File: src/rtl/irq_sel_pkg.sv
package irq_sel_pkg;

  typedef enum logic [1:0] {
    PRIV_U   = 2'd0,
    PRIV_S   = 2'd1,
    PRIV_RSV = 2'd2,
    PRIV_M   = 2'd3
  } privLvl_e;

  // strobes from control to datapath
  typedef struct packed {
    logic pendWrite;
    logic claimWrite;
    logic claimReject;
    logic machGate;
    logic supGate;
  } dpStrobe_t;

endpackage

File: src/rtl/irq_lsb_pick.sv
module irq_lsb_pick #(
  parameter int NUM_IRQ = 32,
  localparam int CAUSE_W = (NUM_IRQ > 1) ? $clog2(NUM_IRQ) : 1
) (
  input  logic [NUM_IRQ-1:0] reqVec,
  output logic               anyReq,
  output logic [CAUSE_W-1:0] pickIdx
);

  logic [NUM_IRQ:0]   seenBelow;
  logic [NUM_IRQ-1:0] grantVec;

  assign seenBelow[0] = 1'b0;

  genvar g;
  generate
    for (g = 0; g < NUM_IRQ; g++) begin : gChain
      assign grantVec[g]    = reqVec[g] & ~seenBelow[g];
      assign seenBelow[g+1] = seenBelow[g] | reqVec[g];
    end
  endgenerate

  assign anyReq = seenBelow[NUM_IRQ];

  always_comb begin
    pickIdx = '0;
    for (int i = 0; i < NUM_IRQ; i++) begin
      if (grantVec[i]) pickIdx = pickIdx | CAUSE_W'(i);
    end
  end

endmodule

File: src/rtl/irq_sel_ctrl.sv
module irq_sel_ctrl
  import irq_sel_pkg::*;
(
  input  logic      clk,
  input  logic      rst,
  input  logic [1:0] privLvl,
  input  logic      mIntEn,
  input  logic      sIntEn,
  input  logic      updValid,
  input  logic      claimValid,
  input  logic      claimOverlap,
  output dpStrobe_t strb
);

  privLvl_e curPriv;
  assign curPriv = privLvl_e'(privLvl);

  always_comb begin
    strb = '0;
    strb.pendWrite   = updValid;
    strb.claimWrite  = claimValid & ~claimOverlap;
    strb.claimReject = claimValid &  claimOverlap;
    // machine-handled lines: anything below M, or M with its enable
    strb.machGate = (curPriv != PRIV_M) | mIntEn;
    // supervisor-handled lines: U always, S with its enable, never M
    unique case (curPriv)
      PRIV_U:  strb.supGate = 1'b1;
      PRIV_S:  strb.supGate = sIntEn;
      default: strb.supGate = 1'b0;
    endcase
  end

  // input assumption: reserved privilege encoding never applied
  priv_legal_chk: assert property (@(posedge clk) disable iff (rst)
    privLvl != 2'd2);

endmodule

File: src/rtl/irq_sel_dp.sv
module irq_sel_dp
  import irq_sel_pkg::*;
#(
  parameter int NUM_IRQ = 32,
  localparam int CAUSE_W = (NUM_IRQ > 1) ? $clog2(NUM_IRQ) : 1
) (
  input  logic               clk,
  input  logic               rst,
  input  dpStrobe_t          strb,
  input  logic [NUM_IRQ-1:0] enableMask,
  input  logic [NUM_IRQ-1:0] delegMask,
  input  logic [NUM_IRQ-1:0] updMask,
  input  logic [NUM_IRQ-1:0] updValue,
  input  logic [NUM_IRQ-1:0] claimBits,
  output logic [NUM_IRQ-1:0] pendingQ,
  output logic [NUM_IRQ-1:0] claimQ,
  output logic               claimOverlap,
  output logic               takeIrq,
  output logic [CAUSE_W-1:0] irqCause
);

  logic [NUM_IRQ-1:0] pendingD;
  logic [NUM_IRQ-1:0] claimD;
  logic [NUM_IRQ-1:0] candVec;
  logic [NUM_IRQ-1:0] gateVec;
  logic [NUM_IRQ-1:0] eligVec;
  logic [NUM_IRQ-1:0] lowMask;

  // pending register with masked merge
  always_comb begin
    pendingD = pendingQ;
    if (strb.pendWrite) pendingD = (pendingQ & ~updMask) | (updValue & updMask);
  end

  always_ff @(posedge clk) begin
    if (rst) pendingQ <= '0;
    else     pendingQ <= pendingD;
  end

  // claim register, grows only
  assign claimOverlap = |(claimQ & claimBits);

  always_comb begin
    claimD = claimQ;
    if (strb.claimWrite) claimD = claimQ | claimBits;
  end

  always_ff @(posedge clk) begin
    if (rst) claimQ <= '0;
    else     claimQ <= claimD;
  end

  // eligibility per line
  assign candVec = pendingQ & enableMask;
  assign gateVec = (~delegMask & {NUM_IRQ{strb.machGate}})
                 | ( delegMask & {NUM_IRQ{strb.supGate}});
  assign eligVec = candVec & gateVec;

  irq_lsb_pick #(.NUM_IRQ(NUM_IRQ)) uPick (
    .reqVec (eligVec),
    .anyReq (takeIrq),
    .pickIdx(irqCause)
  );

  assign lowMask = ~({NUM_IRQ{1'b1}} << irqCause);


  reset_clear_chk: assert property (@(posedge clk)
    rst |=> (pendingQ == '0 && claimQ == '0));


  pend_merge_chk: assert property (@(posedge clk) disable iff (rst)
    strb.pendWrite |=> pendingQ ==
      (($past(pendingQ) & ~$past(updMask)) | ($past(updValue) & $past(updMask))));


  pend_hold_chk: assert property (@(posedge clk) disable iff (rst)
    !strb.pendWrite |=> $stable(pendingQ));


  claim_reject_chk: assert property (@(posedge clk) disable iff (rst)
    strb.claimReject |=> $stable(claimQ));


  claim_grow_chk: assert property (@(posedge clk) disable iff (rst)
    strb.claimWrite |=> claimQ == ($past(claimQ) | $past(claimBits)));


  lowest_win_chk: assert property (@(posedge clk) disable iff (rst)
    takeIrq |-> (pendingQ[irqCause] && enableMask[irqCause] &&
                 (eligVec & lowMask) == '0));


  cand_only_chk: assert property (@(posedge clk) disable iff (rst)
    takeIrq |-> candVec[irqCause]);


  idle_cause_chk: assert property (@(posedge clk) disable iff (rst)
    !takeIrq |-> (irqCause == '0 && eligVec == '0));

endmodule

File: src/rtl/irq_selector.sv
module irq_selector
  import irq_sel_pkg::*;
#(
  parameter int NUM_IRQ = 32,
  localparam int CAUSE_W = (NUM_IRQ > 1) ? $clog2(NUM_IRQ) : 1
) (
  input  logic               clk,
  input  logic               rst,
  input  logic [1:0]         privLvl,
  input  logic               mIntEn,
  input  logic               sIntEn,
  input  logic [NUM_IRQ-1:0] enableMask,
  input  logic [NUM_IRQ-1:0] delegMask,
  input  logic               updValid,
  input  logic [NUM_IRQ-1:0] updMask,
  input  logic [NUM_IRQ-1:0] updValue,
  output logic [NUM_IRQ-1:0] pendingOld,
  input  logic               claimValid,
  input  logic [NUM_IRQ-1:0] claimBits,
  output logic               claimGrant,
  output logic               claimReject,
  output logic [NUM_IRQ-1:0] claimOut,
  output logic               takeIrq,
  output logic [CAUSE_W-1:0] irqCause
);

  dpStrobe_t          strb;
  logic               claimOverlap;
  logic [NUM_IRQ-1:0] pendingQ;
  logic [NUM_IRQ-1:0] claimQ;

  irq_sel_ctrl uCtrl (
    .clk         (clk),
    .rst         (rst),
    .privLvl     (privLvl),
    .mIntEn      (mIntEn),
    .sIntEn      (sIntEn),
    .updValid    (updValid),
    .claimValid  (claimValid),
    .claimOverlap(claimOverlap),
    .strb        (strb)
  );

  irq_sel_dp #(.NUM_IRQ(NUM_IRQ)) uDp (
    .clk         (clk),
    .rst         (rst),
    .strb        (strb),
    .enableMask  (enableMask),
    .delegMask   (delegMask),
    .updMask     (updMask),
    .updValue    (updValue),
    .claimBits   (claimBits),
    .pendingQ    (pendingQ),
    .claimQ      (claimQ),
    .claimOverlap(claimOverlap),
    .takeIrq     (takeIrq),
    .irqCause    (irqCause)
  );

  assign pendingOld  = pendingQ;
  assign claimOut    = claimQ;
  assign claimGrant  = strb.claimWrite;
  assign claimReject = strb.claimReject;


  mmode_gate_chk: assert property (@(posedge clk) disable iff (rst)
    (takeIrq && privLvl == 2'd3) |-> (mIntEn && !delegMask[irqCause]));


  smode_mach_chk: assert property (@(posedge clk) disable iff (rst)
    (takeIrq && privLvl == 2'd1 && !sIntEn) |-> !delegMask[irqCause]);

endmodule

File: config.mk
export PLATFORM = sky130hd
export DESIGN_NAME = irq_selector
export DESIGN_NICKNAME = d
export VERILOG_FILES = /design/src/rtl/irq_sel_pkg.sv /design/src/rtl/irq_lsb_pick.sv /design/src/rtl/irq_sel_ctrl.sv /design/src/rtl/irq_sel_dp.sv /design/src/rtl/irq_selector.sv
export SDC_FILE = /design/constraint.sdc
export NUM_CORES = 1
export LEC_CHECK = 0
export ABC_AREA = 1
export CORE_ASPECT_RATIO = 0.5
export CORE_MARGIN = 1
export CORE_UTILIZATION = 30
export CTS_BUF_LIST = sky130_fd_sc_hd__clkbuf_2 sky130_fd_sc_hd__clkbuf_4 sky130_fd_sc_hd__clkbuf_8
export CTS_CLUSTER_SIZE = 30
export DETAILED_ROUTE_END_ITERATION = 12
export PLACE_DENSITY = 0.73
export SETUP_SLACK_MARGIN = 0.2
export SKIP_LAST_GASP = 1
export SYNTH_ARGS = -nofsm -noshare
export SYNTH_HDL_FRONTEND = slang
export SYNTH_HIERARCHICAL = 1
export SYNTH_SLANG_ARGS = --single-unit
File: constraint.sdc
create_clock -name clk -period 5.23 [get_ports clk]
set_clock_uncertainty 0.15 [all_clocks]
set_input_delay 0.7845 -clock clk [delete_from_list [all_inputs] [get_ports clk]]
set_output_delay 0.7845 -clock clk [all_outputs]
set_load 0.02 [all_outputs]
[Yosys cells after proc, flatten, opt, wreduce, memory -nomap -nowiden]
Cells that the tools add are included.
Storage, ports and cells
  flip-flop bits (word level): 64
  input bits: 168
  logic and storage cells: 147
Operators by class
  equal/unequal tests: 2
  muxes and demuxes: 32
  bitwise operators: 109
  reduce and logical (&&, ||, !) cells: 2
Operators with widths (number)
  $and A32 B32 Y32: 7
  $or A32 B32 Y32: 3
  $mux W5: 16
  $not A32 Y32: 2
  $and A1 B1 Y1: 33
  $mux W4: 8
  $not A1 Y1: 32
  $or A1 B1 Y1: 32
  $reduce_or A32 Y1: 1
  $mux W3: 4
  $mux W2: 2
  $eq A2 B1 Y1 const B: 1
  $logic_not A2 Y1: 1
  $ne A2 B2 Y1 const B: 1
  $pmux W1 S2: 1
  $mux W1: 1

[Logic depth before layout (Yosys ltp)]
Gate-level depths: netlist of the first run.
  depth in word-level cells: 38
  gate-level depth with buffers: 18
  gate-level depth less buffers: 17

[Hierarchy]
The synthesis of the first run kept the hierarchy.
Modules (own cells, without submodules)
  irq_sel_dp: times used 1, cells an instance 408, area an instance 2947.8 um^2, sequential area each 1281.2 um^2
  irq_lsb_pick: times used 1, cells an instance 106, area an instance 568.0 um^2, sequential area each 0.0 um^2
  irq_sel_ctrl: times used 1, cells an instance 8, area an instance 45.0 um^2, sequential area each 0.0 um^2

[Least setup slack after synthesis of the first run]
OpenSTA, ideal clock, no wires.
  path kind: in2out
  start point: input port mIntEn
  end point: output port irqCause[2]
  data arrival time: 2.826 ns
  path slack: 1.470 ns
  stages on the path: 15
  path buffers: 1
  cell sequence: nand3b_1 buf_6 o211ai_1 a21oi_1 nor2_2 nand2_2 nor2_4 nand4_4 nor2_4 nand4_2 nor2_4 nand3_2 nor2_4 nand3_4 nand3b_1
RTL lines
  from (decl): line irq_selector.sv:10  | input logic mIntEn,
  $or A1 B1 Y1 (*): line irq_sel_ctrl.sv:24  | strb.machGate = (curPriv != PRIV_M) | mIntEn;
  $and A32 B32 Y32 (*): line irq_sel_dp.sv:55  | assign gateVec = (~delegMask & {NUM_IRQ{strb.machGate}})
  $or A32 B32 Y32 (*): line irq_sel_dp.sv:56  | | ( delegMask & {NUM_IRQ{strb.supGate}});
  $and A32 B32 Y32 (*): line irq_sel_dp.sv:57  | assign eligVec = candVec & gateVec;
  via uDp.eligVec[3]: line irq_sel_dp.sv:26  | logic [NUM_IRQ-1:0] eligVec;
  $or A1 B1 Y1 (*): line irq_lsb_pick.sv:19  | assign seenBelow[g+1] = seenBelow[g] | reqVec[g];
  $not A1 Y1 / $or A1 B1 Y1 (equally long branches): line irq_lsb_pick.sv:18, irq_lsb_pick.sv:19
  $and A1 B1 Y1, or another cell as far along: line irq_lsb_pick.sv:18  | assign grantVec[g] = reqVec[g] & ~seenBelow[g];
  [6 not listed]
  $mux W4, or another cell as far along (5 in a row): line irq_lsb_pick.sv:28  | if (grantVec[i]) pickIdx = pickIdx | CAUSE_W'(i);
  $mux W4 / $or A1 B1 Y1 (equally long branches): line irq_lsb_pick.sv:28, irq_lsb_pick.sv:19
  $mux W5 / $or A1 B1 Y1 (equally long branches) (2 in a row): line irq_lsb_pick.sv:28, irq_lsb_pick.sv:19
  $mux W5, or another cell as far along (5 in a row): line irq_lsb_pick.sv:28
  $mux W5 / $or A1 B1 Y1 (equally long branches) (3 in a row): line irq_lsb_pick.sv:28, irq_lsb_pick.sv:19
  $mux W5, or another cell as far along (4 in a row): line irq_lsb_pick.sv:28
  $mux W5 / $and A1 B1 Y1 (equally long branches): line irq_lsb_pick.sv:28, irq_lsb_pick.sv:18
  $mux W5 (*): line irq_lsb_pick.sv:28
  to (decl): line irq_selector.sv:24  | output logic [CAUSE_W-1:0] irqCause
The timed path passes the listed nets; every way through them passes the cells marked *.

==> results.yml, run 1 <==
clock_network:
  ctsHoldBuffers: 0
  clkLatencyLatePin_ns: 0.35
  numCtsBuffers: 9
  clkTransAtPathRegs_ns: 0.08
  tritoncts: "built"
  clkSinkCount: 64
  cts-root-buf: "clkbuf_8"
  cts_resized: 0
  cts_buffer_depth: 2
  cts_max_level: 3
  post_cts_buffers: 0
critical_path:
  crit_chain: "clkdlybuf4s50_1 > nand3b_1 > buf_12 > o211ai_1 > a21oi_1 > nor2_2 > nand2_2 > nor2_4 > nand4_4 > nor2_4 > nand2_1 > nor3_1 > o41ai_1 > nand2_1 > nor2_1 > nand3_1 > clkdlybuf4s50_1"
  cp_slowest_stage_delay_ns: 0.60
  cp.arrival_ns: 3.91
  crit_required_ns: 4.30
  end_kind: "output pin"
  crit_buf_inv: 3
  cp_top_family: "simple AND/OR/NAND/NOR gates"
  critPathSlowestCell: "clkdlybuf4s50_1"
  startpoint_type: "primary input"
  crit_fanout: 32
  path_class: "primary input to output pin"
die:
  ios: 240
  die_w_um: 156
  start_util_pct: 31.6
  die_h_um: 79.0
  core-area_um2: 11300
  num_rows: 27
  die_area_um2: 12300
detailed_routing:
  num_vias: 4286
  drt_iter0_drc: 131
  wl_met1_um: 5660
  vias_per_cell: 4.68
  dr_wl_met3_um: 608
  met2_length_um: 6200
  wl_per_cell_um: 13.9
  dr.max_layer_used: "met4"
  drc: 0
  ant_nets: 0
  wl_um: 12700
  first_pass_iters: 4
yosys:
  avgSynthCellArea_um2: 6.82
  syn_nets: 690
  synth_cells: 522
  yosysTopAreaCell: "dfxtp_1"
  synthMuxAreaShare_pct: 0
  async_reset_ff_share_pct: 0
  synth_xor_area_share_pct: 0
  ys_types: 30
  ys.flop_type: "dfxtp_1"
  yosysTopAreaCellShare_pct: 36.0
  yosysSeqAreaShare_pct: 36.0
  yosys_warnings: 6
  synth_edf_count: 0
  mappedNetlistArea_um2: 3560
  yosys-top-cells-count: "nand2_1 (135), a21oi_1 (97), nor2_1 (66)"
  synth_seq_cells: 64
  synth_compound_area_share_pct: 22.2
  synthSimpleGateAreaFrac_pct: 34.4
  synth_top_family_by_area: "simple AND/OR/NAND/NOR gates"
  synth.area.top_cells: "dfxtp_1 (36%), nand2_1 (14%), a21oi_1 (14%)"
  yosys.area_share.adder_pct: 0
  yosysMostFrequentCell: "nand2_1"
min_path:
  hold_path_class: "flop to flop"
cells_and_area:
  layoutNonFillerInstCount: 916
  fin_util_pct: 54.9
  antennaDiodeCount: 0
  fillers: 1136
  drive_above_1_share_pct: 6.08
  nets: 921
  area_delta_synth_final_pct: 73.9
placement:
  dp.cells: 901
  gp_congestion: 0.878
  io_buffers: 239
  dpl.hpwl_um: 9960
timing:
  relSlewSlack_pct: 29.8
  hold_viol_final: 0
  period_share_pct: 92.5
  max_freq_mhz: 207
  setup_viol: 0
  rsz0062_at_grt: "yes"
  tns_ns: 0
  post-route-min-period_ns: 4.84
  worstMarginPinSlew_ns: 1.05
  slew_violations: 0
power:
  vdd_drop_max_uv: 303
  p_leak_uw: 0.00241
  power_density_nw_per_um2: 253
outcome:
  outcome: "complete, no violations"
flow_run:
  maxCapViolCount: 0
global_route:
  grt_pass1_wl_um: 19400
  overflow: 0
  track_usage_pct: 20.1
  grt_max_degree: 65
  grt_pass1_vias: 4118
  antenna_found_initial: 0
==> report_power, final <==
| part | switching [uW] | total, uW | internal (uW) |
|---|---|---|---|
| Clock | 221 | 391 | 171 |
| Sequential | 36.0 | 571 | 535 |
| Combinational | 300 | 604 | 304 |
| Total | 557 | 1570 | 1010 |
==> tightest hold or removal path, cell delays in order (launching register included) <==
cell	delay, ns
dfxtp_1	0.33
nand2_1	0.06
a21oi_1	0.05
==> metal layers <==
metal	global-route usage [%]	vias up
met3	5.68	24
met1	23.3	1905
met5	0	-
met2	35.7	114
li1	-	2243
met4	6.96	0
==> placed cells by master, fill, tap and decap left out, drive strengths merged, types with 7 or more instances in the layout <==
| master | instances |
|---|---|
| a21oi | 98 |
| clkdlybuf4s50 | 234 |
| dfxtp | 64 |
| clkbuf | 9 |
| inv | 21 |
| nand2 | 138 |
| nor2 | 75 |
| buf | 7 |
| nand3 | 47 |
| o211ai | 31 |
==> kinds of logic after synthesis <==
logic type      Yosys count
flops                    64
simple gates            275
compound gates          138
buf+inv                  45
==> per-stage QoR <==
step	area (um^2)	hold slack [ns]	worst slack, ns	total power, uW
3_5_place_dp	6010	0.324	0.404	1190
6_report	6190	0.333	0.390	1570
2_1_floorplan	3560	0.398	1.47	881
3_3_place_gp	6010	0.317	0.483	1180
5_1_grt	6190	0.356	0.173	1670
4_1_cts	6180	0.339	0.397	1590
==> layout make-up <==
class	instances	area [um^2]	share of cell area (%)
repair buffers	244	2440	39.4
multi-input cells	413	2020	32.6
flip-flops and latches	64	1280	20.7
well taps	159	199	3.21
clock buffers	9	124	2.00
inverters	21	78.8	1.27
clock inverters	6	47.5	0.768
==> path summary, 6_finish.rpt <==
kind / startpoint / cells past startpoint / slack [ns] / to
setup / recovery: privLvl[0] / 17 / 0.39 / irqCause[4]
hold / removal: flop / 2 / 0.33 / flop
setup reg to reg: uDp/claimQ[24] / 10 / 3.41 / uDp/claimQ[9]
hold reg to reg: flop / 2 / 0.33 / flop
Power figures use the tool's default switching activity.
==> run 2, diff against run 1 <==
- REMOVE_ABC_BUFFERS: not set -> 1
==> run 2 against run 1 <==
Net effect: total power increased by 9.5%; count of clock-buffer cells in the layout up 2; combinational power is essentially flat; final cell count up 0.44%; register-to-register slack better by 0.07 ns; critical path depth fell by 1; largest power group unchanged; hold slack worse by 0.0017 ns.
==> results.yml, run 2 (same netlist as run 1, synthesis figures left out) <==
detailed_routing:
  wl_um: 13200
  num_vias: 4395
  ant_nets: 0
  wl_per_cell_um: 14.3
  vias_per_cell: 4.78
  drt_iter0_drc: 183
  first_pass_iters: 4
  drc: 0
power:
  vdd_drop_max_uv: 133
  power_frac_comb_pct: 35.3
  seqPwrFrac_pct: 33.3
  p_switching_uw: 541
  swShare_pct: 31.5
  p_int_uw: 1170
  clkPwrFrac_pct: 31.4
  power_density_nw_per_um2: 273
  p_leak_uw: 0.00250
clock_network:
  ctsHoldBuffers: 0
  numCtsBuffers: 9
  clkLatencyLatePin_ns: 0.35
  cts_max_level: 3
  cts_buffer_depth: 2
  tritoncts: "built"
  clkTransAtPathRegs_ns: 0.07
  cts-root-buf: "clkbuf_8"
  clkSinkCount: 64
critical_path:
  r2r-start: "uDp/claimQ[21]"
  path_class: "primary input to output pin"
  cp_top_family: "simple AND/OR/NAND/NOR gates"
  startpoint_type: "primary input"
  crit_buf_inv: 3
  crit_required_ns: 4.30
  cp_num_cells: 16
  end_kind: "output pin"
  cp.arrival_ns: 3.74
  reg2reg_slack_ns: 3.48
  worst_r2r_path_depth: 10
  cp_slowest_stage_delay_ns: 0.57
  critPathSlowestCell: "clkdlybuf4s50_1"
  crit_fanout: 13
  crit_chain: "clkdlybuf4s50_1 > nand3b_1 > buf_4 > o211ai_1 > a21oi_1 > nor2_2 > nand2_2 > nor2_4 > nand4_4 > nor2_4 > nand4_2 > nor2_4 > nand3_2 > nor2_4 > nand3b_1 > clkdlybuf4s50_1"
  r2r-end: "uDp/claimQ[13]"
  crit_top_cell: "nor2_4"
global_route:
  grt_util_met3_pct: 4.97
  antenna_found_initial: 0
  grt_pass1_wl_um: 20200
  track_usage_pct: 20.9
  grt_pass1_vias: 4188
  grt_max_degree: 65
  busiest_layer: "met2"
  overflow: 0
  use_met2_pct: 37.6
  use_met1_pct: 24.1
timing:
  rsz0062_at_grt: "no"
  period_share_pct: 89.4
  max_freq_mhz: 214
  slew_violations: 0
  relSlewSlack_pct: 27.7
  tns_ns: 0
  setup_viol: 0
  post-route-min-period_ns: 4.68
  hold_viol_final: 0
  worstMarginPinSlew_ns: 1.08
min_path:
  hold_path_class: "flop to flop"
  holdPathStages: 2
die:
  start_util_pct: 31.6
  die_area_um2: 12300
  die_h_um: 79.0
  ios: 240
  core-area_um2: 11300
  num_rows: 27
  die_w_um: 156
cells_and_area:
  drive_above_1_share_pct: 6.44
  antennaDiodeCount: 0
  stdcell_area_um2: 6290
  area_delta_synth_final_pct: 76.7
  final_cell_mix: "clkdlybuf4s50_1 (232), nand2_1 (135), a21oi_1 (97)"
  layout_commonest_cell: "clkdlybuf4s50_1"
  nets: 924
placement:
  gp_congestion: 0.828
  place_area_um2: 6000
  io_buffers: 239
  dpl.hpwl_um: 10300
flow_run:
  maxCapViolCount: 0
outcome:
  outcome: "complete, no violations"
## run 2: cell count changes in the layout (fill, tap and decap cells not counted), sizes merged
| cell | change |
|---|---|
| buf | +3 |
| bufinv | +3 |
| clkinvlp | -3 |
| clkbuf | +2 |
| clkdlybuf4s50 | -2 |
| dlymetal6s2s | +2 |
| inv | -1 |
## run 2: stage by stage
stage               util [%]  worst slack [ns]  instances  hold slack [ns]  total power, uW
floorplan                  -              1.03        498            0.391              853
global placement        53.2             0.202        902            0.319             1180
detailed placement      53.2             0.107        902            0.326             1190
CTS                     55.5             0.279        920            0.336             1740
global route            55.8             0.292        920            0.348             1820
finish                  55.8             0.552        920            0.332             1720
## run 2: power groups by stage
stage | combinational (uW) | sequential [uW] | clock, uW
floorplan | 219 | 634 | 0
global placement | 600 | 581 | 0
detailed placement | 607 | 581 | 0
CTS | 611 | 571 | 559
global route | 659 | 578 | 582
finish | 606 | 571 | 539
## run 2: layout make-up
type | instances | area, um^2
clock buffers | 11 | 145
clock inverters | 5 | 104
fillers | 1125 | 4990
inverters | 21 | 82.6
multi-input cells | 413 | 2030
flip-flops and latches | 64 | 1280
well taps | 159 | 199
repair buffers | 247 | 2450
## run 2: routing by layer
metal	part of all wire, %	vias to the layer above
met5	0	-
li1	-	2252
met2	49	132
met3	5.9	21
met4	2.1	0
met1	43	1990
## run 2: how the worst max path moves through the flow
| stage | start | end |
|---|---|---|
| floorplan | mIntEn | irqCause[2] |
| global placement | privLvl[0] | irqCause[2] |
| detailed placement | privLvl[0] | irqCause[4] |
| CTS | privLvl[0] | irqCause[4] |
| global route | privLvl[1] | takeIrq |
| finish | privLvl[0] | takeIrq |
## run 2: worst reg2reg max path: stages (launching register included)
cell and delay, ns:
dfxtp_1 0.33, nand2_1 0.06, nand2_1 0.04, nor2_1 0.14, nand2_1 0.06, nor2_1 0.12, nand2_1 0.09, nor2_2 0.13
buf_4 0.34, a21oi_1 0.13, nor2_1 0.10
## run 2: what timing repair did
action | CTS | global route
gates resized for setup | 0 | 8
setup endpoints to repair | 5 | 6
hold endpoints to repair | 0 | 0
pin swaps | 1 | 0
buffers inserted | 2 | 0
==> run 3, diff against run 2 <==
- CAP_MARGIN: not set -> 20
==> results of run 3 <==
Same layout as run 2: the final DEF is identical, and so are final timing and power.
